===== src/rtl/outsel_mux.sv =====
module outsel_mux #(
  parameter int W = 6,
  parameter int NREG = 4,
  parameter int CW = 8,
  parameter logic [CW-1:0] FORCE_BASE = 8'hF8,
  parameter logic [CW-1:0] EXT_CODE = 8'hFC,
  parameter logic [CW-1:0] PIN_CODE = 8'hFE
) (
  input  logic              clk,
  input  logic              rst_n,
  input  logic [NREG*W-1:0] bank_word,
  input  logic [W-1:0]      ext_word,
  input  logic              sel_pin,
  input  logic              cmd_valid,
  input  logic [CW-1:0]     cmd_code,
  output logic [W-1:0]      line_pull
);
  localparam int IW = (NREG > 1) ? $clog2(NREG) : 1;

  typedef enum logic [1:0] {SRC_PIN, SRC_REG, SRC_EXT} src_t;

  src_t          mode, mode_n;
  logic [IW-1:0] idx, idx_n;
  logic [W-1:0]  word_q, word_n;

  function automatic logic [W-1:0] slot(input logic [NREG*W-1:0] b, input logic [IW-1:0] i);
    return b[32'(i)*W +: W];
  endfunction

  wire is_force = cmd_valid && (cmd_code[CW-1:IW] == FORCE_BASE[CW-1:IW]);
  wire is_ext   = cmd_valid && (cmd_code == EXT_CODE);
  wire is_pin   = cmd_valid && (cmd_code == PIN_CODE);

  always_comb begin
    mode_n = mode;
    idx_n  = idx;
    if (is_force) begin
      mode_n = SRC_REG;
      idx_n  = cmd_code[IW-1:0];
    end else if (is_ext) begin
      mode_n = SRC_EXT;
    end else if (is_pin) begin
      mode_n = SRC_PIN;
    end
    case (mode_n)
      SRC_REG: word_n = slot(bank_word, idx_n);
      SRC_EXT: word_n = ext_word;
      default: word_n = sel_pin ? ext_word : slot(bank_word, idx_n);
    endcase
  end

  always_ff @(posedge clk or negedge rst_n) begin
    if (!rst_n) begin
      mode   <= SRC_PIN;
      idx    <= '0;
      word_q <= '1;
    end else begin
      mode   <= mode_n;
      idx    <= idx_n;
      word_q <= word_n;
    end
  end

  assign line_pull = ~word_q;

  assert_force_reg_R2: assert property (@(posedge clk) disable iff (!rst_n)
    (cmd_valid && cmd_code[CW-1:IW] == FORCE_BASE[CW-1:IW])
      |=> line_pull == ~slot($past(bank_word), $past(cmd_code[IW-1:0])));

  assert_force_ext_R3: assert property (@(posedge clk) disable iff (!rst_n)
    (cmd_valid && cmd_code == EXT_CODE) |=> line_pull == ~$past(ext_word));

  assert_pin_ext_R4: assert property (@(posedge clk) disable iff (!rst_n)
    (cmd_valid && cmd_code == PIN_CODE && sel_pin) |=> line_pull == ~$past(ext_word));

  assert_reserved_hold_R5: assert property (@(posedge clk) disable iff (!rst_n)
    (cmd_valid && cmd_code[CW-1:IW] != FORCE_BASE[CW-1:IW] && cmd_code != EXT_CODE
     && cmd_code != PIN_CODE) |=> ($stable(mode) && $stable(idx)));

  assert_idle_hold_R8: assert property (@(posedge clk) disable iff (!rst_n)
    !cmd_valid |=> ($stable(mode) && $stable(idx)));
endmodule


===== config.mk =====
export PLATFORM = sky130hd
export DESIGN_NAME = outsel_mux
export DESIGN_NICKNAME = d
export VERILOG_FILES = /design/src/rtl/outsel_mux.sv
export SDC_FILE = /design/constraint.sdc
export NUM_CORES = 1
export LEC_CHECK = 0
export BUFFER_PORTS_ARGS = -buffer_cell sky130_fd_sc_hd__buf_2
export CAP_MARGIN = 40
export CORE_UTILIZATION = 43
export CTS_CLUSTER_DIAMETER = 50
export DETAILED_ROUTE_END_ITERATION = 6
export PLACE_DENSITY = 0.78
export RECOVER_POWER = 100
export SETUP_SLACK_MARGIN = 0.5
export SYNTH_ARGS = -nofsm -noshare
export SYNTH_HDL_FRONTEND = slang
export SYNTH_SLANG_ARGS = --single-unit

===== constraint.sdc =====
create_clock -name clk -period 2.75 [get_ports clk]
set_input_delay 0.1375 -clock clk [delete_from_list [all_inputs] [get_ports clk]]
set_output_delay 0.1375 -clock clk [all_outputs]
set_load 0.005 [all_outputs]

==> reports/qor.csv, run 1 <==
metric,value,unit
CP cell instances,"nand2_1, o31ai_1, a22oi_1, ha_1, nand2_1, buf_4, o211ai_1, mux2_1, a32oi_1",
Synth async-reset ratio,100,%
Crit Path Max Fanout,15,
pwr dens,554,nW/um2
Antenna diodes,0,
post-synthesis mux area share,20.2,%
final net count,188,
Initial Util,47.5,%
clock-pin slew on the worst setup and hold paths,0.07,ns
CTS Buf Count,3,
Hold Path End,word_q[0],
core area,1780,um2
xor and xnor fraction of the mapped netlist area,0,%
Post-DP HPWL,1740,um
DR iter-0 viols,16,
Max VDD drop,0.277,mV
worst r2r src,mode[1],
DR vias,920,
status,finished clean,
Mapped Avg Cell Area,9.31,um2
global-route wire length before repair,3460,um
top cell type's share of synthesized area,18.6,%
relative slew slack,55.4,%
Worst Hold Depth,3,
Startpoint Class,flip-flop,
via/cell ratio,5.48,
Layout area overhead,34.0,%
DRT Wirelength,2170,um
Synth Area in Simple Gates,7.68,%
FF-to-FF path depth,9,
Placer Congestion,0.823,
Pre-Repair DR Iteration Count,6,
Clock Sinks,10,
CTS root buf,clkbuf_4,
Worst Hold Launch,ext_word[0],
fin. max-slew vios,0,
dpl cell area,1120,um2
most frequent cell after synthesis,inv_1,
Synthesis Warnings,0,
max cap viols,0,
# H-tree levels,1,
"Data arrival, critical path",2.34,ns
"Distinct cells, synth",22,
unrepaired setup endpoints after global routing,no,
top cell family by delay on the critical path,compound AO/OA/AOI/OAI gates,
Pleak,0.590,nW
Clock Path Buffers,2,
final period utilization,78.5,%
register area share after synthesis,30.4,%
"Power, Total",628,uW
Synth Area in Compound Gates,31.2,%
Post-synth EDFFs,0,
die width,46.4,um
gr usage total,23.0,%
largest family of logic cells by synthesized area,compound AO/OA/AOI/OAI gates,
worst skew pair latency,0.27,ns
Post-route DRC,0,
final hold viol count,0,
Post-synth top flop,dfstp_2,
Crit path buffers/inverters,1,
Syn Inst Count,91,
layout cells sized above 1,40.6,%
initial antenna violation count,0,
Worst R2R End,word_q[5],
CTS tree,built,
largest net degree at the start of global routing,16,
minimum clock period,2.16,ns
post-synthesis cell area,847,um2
Fmax achieved,463,MHz
final setup violating endpoints,0,
Row Count,15,
die height,46.4,um
Slew @ Worst Pin,0.651,ns
WL per Instance,12.9,um
"Slowest-stage cell, CP",dfrtp_1,
R2R Setup Slk,0.59,ns
"area leader, netlist",dfstp_2,
IO Pins,48,
setup TNS,0,ns
adder-cell share of the synthesized area,2.95,%
Yosys reg bits,10,
vias in the first global route,816,
DRT antenna net count,0,
commonest cells in the netlist,"inv_1 (12), nand2_1 (10), o211ai_1 (10)",
CP peak stage delay,0.38,ns
"Net Count, Synth",135,
"Design Area, Final",1130,um2
"top cells by area, synth","dfstp_2 (19%), dfrtp_1 (12%), mux2i_1 (9.5%)",
HP Class,input pin to flip-flop,
CP required,2.93,ns
CP most frequent cell,nand2_1,
clock skew,0.00823,ns
"Worst Path Class, Setup",flip-flop to flip-flop,
grt ovf,0,
IO Port Bufs,47,
die area,2150,um2
critical path capture point type,flip-flop,
## through the flow
step                cells  setup WS [ns]  hold WS (ns)  util (%)
global route          168          0.343         0.141      63.6
floorplan              91          0.530        -0.158         -
detailed placement    163          0.203       0.00594      62.7
global placement      163          0.356       0.00393      62.7
finish                168          0.592         0.111      63.6
CTS                   168          0.653         0.118      64.7
## state kept, by name, indices dropped and copies added (netlist names)
| register | count |
|---|---|
| idx | 2 |
| mode | 2 |
| word_q | 6 |
## per-layer routing
metal / GRT usage [%] / up-vias / share of wire (%)
met2: 39.2 / 35 / 52
met1: 27.8 / 427 / 41
met3: 2.35 / 7 / 4.7
li1: - / 451 / -
met5: 0 / - / 0
met4: 12.9 / 0 / 2.5
## cells by family (layout without fill, tap and decap cells)
family,count (synthesis),in the layout
compound gates,36,36
fa+ha+maj,2,2
buf+inv,15,67
flops,10,10
mux,15,15
simple gates,13,13
## cell type report
class | instances | area (um2)
Tap cell | 25 | 31.3
Multi-Input combinational cell | 66 | 518
Inverter | 12 | 45.0
Timing Repair Buffer | 51 | 256
Clock buffer | 4 | 26.3
Sequential cell | 10 | 258
Fill cell | 166 | 648
## where the power goes
part / internal (mW) / total [mW] / switching, mW
clock network: 0.0561 / 0.107 / 0.0514
logic: 0.143 / 0.305 / 0.162
registers: 0.206 / 0.216 / 0.0101
## worst min-delay path, cell delays in order
cell,delay [ns]
buf_2,0.08
nand2_1,0.04
o221ai_1,0.07
## how the worst max path moves through the flow
stage,startpoint,end,slack [ns],depth (start not counted)
floorplan,cmd_code[5],word_q[4],0.53,11
global placement,cmd_code[5],word_q[3],0.36,10
global route,cmd_code[5],word_q[3],0.34,11
CTS,mode[1],word_q[3],0.65,8
finish,mode[1],word_q[5],0.59,9
detailed placement,cmd_code[5],word_q[3],0.20,10
## repair_timing
action,CTS,global route
pin swaps,0,1
hold buffers,1,0
endpoints found under the setup margin,4,5
gates resized for setup,1,3
endpoints found under the hold margin,10,0
buffers inserted,0,0
## placed cells by master, fill, tap and decap left out, types with 2 or more instances in the layout
| cell | instances |
|---|---|
| buf_4 | 2 |
| o211ai_1 | 10 |
| nand2_1 | 10 |
| inv_1 | 12 |
| mux2i_1 | 9 |
| o21ai_0 | 7 |
| clkbuf_1 | 8 |
| a21o_1 | 5 |
| buf_2 | 41 |
| dfrtp_1 | 4 |
| dfstp_2 | 6 |
| clkbuf_4 | 3 |
| mux2_1 | 2 |
| mux2_2 | 3 |
| a32oi_1 | 5 |
| a211o_1 | 5 |
| ha_1 | 2 |
No activity file was read; power rests on OpenSTA's default activity.
==> inputs of run 2 (changes only) <==
--- a/config.mk
+++ b/config.mk
@@ -5,12 +5,13 @@
 export SDC_FILE = /design/constraint.sdc
 export NUM_CORES = 1
 export LEC_CHECK = 0
+export ABC_AREA = 1
 export BUFFER_PORTS_ARGS = -buffer_cell sky130_fd_sc_hd__buf_2
 export CAP_MARGIN = 40
-export CORE_UTILIZATION = 43
+export CORE_UTILIZATION = 45
 export CTS_CLUSTER_DIAMETER = 50
 export DETAILED_ROUTE_END_ITERATION = 6
-export PLACE_DENSITY = 0.78
+export PLACE_DENSITY = 0.79
 export RECOVER_POWER = 100
 export SETUP_SLACK_MARGIN = 0.5
 export SYNTH_ARGS = -nofsm -noshare
==> constraint.sdc (replaced) <==
create_clock -name clk -period 2.2 [get_ports clk]
set_input_delay 0.11 -clock clk [delete_from_list [all_inputs] [get_ports clk]]
set_output_delay 0.11 -clock clk [all_outputs]
set_load 0.005 [all_outputs]
==> run 2 against run 1 <==
Die area increased by 5.3%. Global-route usage grew 0.54 points. Synthesized cell count grew 68%. Sequential cell count did not move. Cell count up 36%. Design area is 4.9% higher.
==> reports/qor.csv, run 2 <==
metric,value,unit
Initial Util,47.7,%
Antenna diodes,0,
die height,47.6,um
total net switching power,282,uW
Crit Path Max Fanout,8,
DR vias,1112,
Clock Sinks,10,
Worst Hold Depth,5,
die width,47.6,um
Fmax achieved,619,MHz
Post-synth top flop,dfstp_2,
final hold viol count,0,
final setup violating endpoints,0,
status,finished clean,
IO Port Bufs,47,
top flop regs,"word_q x6, idx x2, mode x2",
WHS,0.141,ns
minimum clock period,1.62,ns
gr usage total,23.6,%
Synth async-reset ratio,100,%
Yosys reg bits,10,
Synthesis Warnings,0,
Mapped Avg Cell Area,6.12,um2
Post-DP HPWL,1880,um
pwr dens,639,nW/um2
"commonest non-fill, non-tap cell in the layout",nand2_1,
die area,2270,um2
initial antenna violation count,0,
IO Pins,48,
FF-to-FF path depth,8,
layout cells sized above 1,28.4,%
register area share after synthesis,27.5,%
final net count,246,
post-synthesis cell area,936,um2
max reg flops,6,
most frequent cell after synthesis,nand2_1,
Max VDD drop,0.290,mV
commonest cells in the netlist,"nand2_1 (57), nand3_1 (37), inv_1 (17)",
Startpoint Class,input pin,
clock-pin slew on the worst setup and hold paths,0.07,ns
sequential share of power,34.4,%
vias in the first global route,1001,
Pre-Repair DR Iteration Count,5,
DRT antenna net count,0,
Comb pwr share,43.4,%
worst skew pair latency,0.27,ns
grt ovf,0,
Placer Congestion,0.788,
internal power,478,uW
post-CTS setup buffer count,0,
setup TNS,0,ns
hold_buf cts,1,
Post-synth EDFFs,0,
fin. max-slew vios,0,
DRT Wirelength,2420,um
Post-route DRC,0,
most frequent cells in the layout,"nand2_1 (57), buf_2 (42), nand3_1 (38), inv_1 (18), nor2_1 (15)",
largest reg by FF count,word_q,
core area,1960,um2
CTS tree,built,
clock power share,22.2,%
Clock Path Buffers,2,
# H-tree levels,1,
Slew @ Worst Pin,0.706,ns
CP required,2.40,ns
Sw Share,37.1,%
final period utilization,73.4,%
Placed Instances,223,
WL per Instance,10.6,um
clock skew,0.00147,ns
via/cell ratio,4.88,
"top cells by area, synth","nand2_1 (23%), nand3_1 (20%), dfstp_2 (17%)",
CTS resizes,0,
Row Count,16,
"area leader, netlist",nand2_1,
DR iter-0 viols,34,
Final Non-Filler Cells,228,
"Distinct cells, synth",20,
largest net degree at the start of global routing,14,
critical path capture point type,flip-flop,
"Data arrival, critical path",1.82,ns
Layout area overhead,27.1,%
HP Class,input pin to flip-flop,
CTS Buf Count,3,
global-route wire length before repair,3880,um
"Worst Path Class, Setup",input pin to flip-flop,
unrepaired setup endpoints after global routing,no,
relative slew slack,52.5,%
Syn Inst Count,153,
R2R Setup Slk,0.74,ns
"Net Count, Synth",197,
CTS root buf,clkbuf_4,
max cap viols,0,
top cell type's share of synthesized area,22.9,%
Pleak,0.700,nW
[run 2: cells by family after synthesis]
logic type | share of synthesized area (%)
compound gates | 3.21
buf+inv | 10.6
flops | 27.5
simple gates | 56.0
fa+ha+maj | 2.67
[run 2: power groups by stage]
stage,Sequential [mW],Combinational [mW],Clock (mW)
after CTS,0.261,0.338,0.170
after global routing,0.270,0.375,0.178
after global placement,0.264,0.320,0
after detailed placement,0.265,0.331,0
final,0.261,0.330,0.169
after floorplan,0.262,0.229,0
[run 2: per-layer routing]
metal / global-route usage [%] / up-vias / wire, um
met5: 0 / - / 0
met4: 6.67 / 0 / 14
met3: 3.77 / 2 / 112
met2: 42.2 / 37 / 1240
met1: 29.2 / 494 / 1060
li1: - / 579 / -
[run 2: final cells by class]
class | count | area [um2]
Inverter | 18 | 67.6
Clock buffer | 4 | 36.3
Sequential cell | 10 | 258
Multi-Input combinational cell | 121 | 556
Timing Repair Buffer | 48 | 239
Tap cell | 27 | 33.8
Fill cell | 203 | 772
[run 2: worst max-delay path, cell delays in order]
cell and delay [ns]:
buf_2 0.09, inv_1 0.06, nand2_1 0.05, nor2_1 0.24, nand2_4 0.14, o21ai_0 0.59, nand3_1 0.22, nand3_1 0.14
nand2_1 0.06, nand2_1 0.06, nand2_1 0.05
[run 2: worst paths after layout]
check	endpoint	start
max	word_q[0]	cmd_code[2]
min	word_q[1]	ext_word[1]
max reg2reg	word_q[1]	mode[1]
min reg2reg	mode[0]	mode[0]
max in group asynchronous	word_q[3]	rst_n
min in group asynchronous	mode[0]	rst_n
[run 2: metrics by stage]
| step | cell area, um2 | setup WS, ns | util, % | power, mW |
|---|---|---|---|---|
| final | 1190 | 0.585 | 60.7 | 0.760 |
| after global routing | 1190 | 0.295 | 60.7 | 0.823 |
| after CTS | 1220 | 0.728 | 62.2 | 0.769 |
| after detailed placement | 1170 | 0.444 | 59.8 | 0.595 |
| after global placement | 1170 | 0.506 | 59.8 | 0.584 |
| after floorplan | 936 | 0.709 | - | 0.491 |
==> inputs of run 3 (changes only) <==
--- a/config.mk
+++ b/config.mk
@@ -5,13 +5,13 @@
 export SDC_FILE = /design/constraint.sdc
 export NUM_CORES = 1
 export LEC_CHECK = 0
-export ABC_AREA = 1
+export ABC_AREA = 0
 export BUFFER_PORTS_ARGS = -buffer_cell sky130_fd_sc_hd__buf_2
 export CAP_MARGIN = 40
-export CORE_UTILIZATION = 45
+export CORE_UTILIZATION = 39
 export CTS_CLUSTER_DIAMETER = 50
 export DETAILED_ROUTE_END_ITERATION = 6
-export PLACE_DENSITY = 0.79
+export PLACE_DENSITY = 0.75
 export RECOVER_POWER = 100
 export SETUP_SLACK_MARGIN = 0.5
 export SYNTH_ARGS = -nofsm -noshare
==> constraint.sdc (replaced) <==
create_clock -name clk -period 1.42 [get_ports clk]
set_input_delay 0.071 -clock clk [delete_from_list [all_inputs] [get_ports clk]]
set_output_delay 0.071 -clock clk [all_outputs]
set_load 0.005 [all_outputs]
==> run 3 against run 2 <==
The run now ends with setup timing left. Critical path depth is 1 lower. Total power is 120% higher. Cell count is 17% lower. Global-route usage is 2.1 points lower. Sequential share of layout area is 5.1 points lower. Design area is 31% higher. Die area is 4.2% higher. Count of clock-buffer cells in the layout stayed put. Setup slack worse by 1.1 ns. Via count is 4.7% lower. Largest power group unchanged. Highest routed layer unchanged.
==> reports/qor.csv, run 3 (synthesis gave the netlist of run 1 again) <==
metric,value,unit
final setup violating endpoints,6,
max cap viols,0,
global-route wire length before repair,3940,um
Post-DP HPWL,1800,um
"Slowest-stage cell, CP",dfrtp_1,
final hold viol count,0,
WL per Instance,16.7,um
Crit Path Max Fanout,5,
FF-to-FF path depth,10,
CTS Buf Count,3,
largest reg by FF count,word_q,
CP peak stage delay,0.41,ns
Initial Util,42.3,%
WHS,0.0136,ns
clock power share,12.8,%
Placer Congestion,0.765,
# H-tree levels,1,
Comb pwr share,61.1,%
sequential share of power,26.1,%
clock-pin slew on the worst setup and hold paths,0.07,ns
HP Class,input pin to flip-flop,
CTS tree,built,
Pleak,0.788,nW
Worst Hold Depth,3,
Pre-Repair DR Iteration Count,4,
Hold Path End,word_q[0],
most frequent cells in the layout,"buf_2 (38), buf_6 (19), o211ai_1 (10)",
"Data arrival, critical path",2.17,ns
largest net degree at the start of global routing,11,
R2R Setup Slk,-0.56,ns
Worst Hold Launch,ext_word[0],
DR iter-0 viols,26,
initial antenna violation count,0,
Fmax achieved,504,MHz
total net switching power,585,uW
DRT antenna net count,0,
"commonest non-fill, non-tap cell in the layout",buf_2,
IO Port Bufs,47,
grt ovf,0,
Layout area overhead,83.8,%
CP cell instances,"nand2_1, o31ai_2, a22oi_2, inv_2, ha_4, buf_6, a211o_1, o211ai_1, mux2_4, a32oi_1",
worst skew pair latency,0.27,ns
failing checks,setup timing,
layout cells sized above 1,66.7,%
"Power, Total",1.66,mW
Worst R2R End,word_q[2],
Startpoint Class,flip-flop,
setup TNS,-3.04,ns
final period utilization,140,%
internal power,1.08,mW
Post-route DRC,0,
die area,2360,um2
CP required,1.61,ns
vias in the first global route,922,
top flop regs,"word_q x6, idx x2, mode x2",
IO Pins,48,
relative slew slack,62.2,%
via/cell ratio,5.61,
final net count,207,
die width,48.6,um
worst r2r src,mode[1],
Clock Sinks,10,
Antenna diodes,0,
"Worst Path Class, Setup",flip-flop to flip-flop,
Row Count,16,
Sw Share,35.2,%
# fillers,134,
Clock Path Buffers,2,
max reg flops,6,
die height,48.6,um
status,"complete, but fails checks",
DR vias,1060,
fin. max-slew vios,0,
DRT Wirelength,3150,um
critical path capture point type,flip-flop,
gr usage total,21.5,%
minimum clock period,1.98,ns
post-route setup slack,-0.563,ns
pwr dens,1070,nW/um2
Max VDD drop,0.584,mV
unrepaired setup endpoints after global routing,yes,
CTS root buf,clkbuf_4,
clock skew,0.00202,ns
core area,2000,um2
Slew @ Worst Pin,0.566,ns
[run 3: cell count changes in the layout (fill, tap and decap cells not counted), moves of 10 or more]
cell      previous run  this run
buf_6                0        19
nand3_1             38         0
nor2_1              15         0
o211ai_1             0        10
inv_1               18         3
nand2_1             57         8
[run 3: worst max path at each step]
stage | start | to | slack, ns | depth (start not counted)
after floorplan | cmd_valid | word_q[1] | -0.48 | 10
after global placement | cmd_valid | word_q[5] | -0.68 | 11
after detailed placement | cmd_valid | word_q[5] | -0.78 | 11
after CTS | mode[1] | word_q[5] | -0.50 | 9
after global routing | mode[1] | word_q[2] | -0.64 | 10
final | mode[1] | word_q[2] | -0.56 | 10
[run 3: per-stage QoR]
step	cells	setup slack, ns	util (%)	cell area, um2
floorplan	91	-0.479	-	897
global placement	178	-0.676	63.6	1270
detailed placement	178	-0.779	63.6	1270
CTS	186	-0.504	68.5	1370
global route	189	-0.639	77.8	1560
finish	189	-0.563	77.8	1560
[run 3: power groups by stage]
| stage | combinational, mW | sequential, mW | clock, mW |
|---|---|---|---|
| floorplan | 0.436 | 0.420 | 0 |
| global placement | 0.708 | 0.423 | 0 |
| detailed placement | 0.731 | 0.428 | 0 |
| CTS | 0.793 | 0.426 | 0.216 |
| global route | 1.09 | 0.440 | 0.229 |
| finish | 1.02 | 0.434 | 0.213 |
[run 3: cell type report]
class | count | area (um2) | area share, %
Clock buffer | 4 | 26.3 | 1.69
Inverter | 12 | 47.5 | 3.05
Multi-Input combinational cell | 66 | 648 | 41.6
Sequential cell | 10 | 258 | 16.6
Tap cell | 27 | 33.8 | 2.17
Timing Repair Buffer | 70 | 543 | 34.9
[run 3: worst max-delay path: cells and delay by family (launching register included)]
family | cells | cell delay (ns)
AND/OR/NAND/NOR | 1 | 0.09
AO/OA/AOI/OAI | 5 | 0.81
buffers and inverters | 2 | 0.22
multiplexers | 1 | 0.18
adder cells (fa/ha/maj) | 1 | 0.18
flip-flops | 1 | 0.41
[run 3: timing repair]
action	in CTS	in global routing
gates cloned	1	1
pin swaps	10	13
setup buffers	2	2
setup endpoints to repair	14	15
endpoints found under the hold margin	10	0
resized for setup	13	36
hold buffers	1	0
[run 3: routing by layer]
layer / track usage [%] / part of all wire, % / up-vias
met1: 25.8 / 38 / 498
met4: 11.8 / 2.5 / 0
met3: 3.14 / 8.3 / 11
met2: 36.6 / 51 / 62
li1: - / - / 489
met5: 0 / 0 / -
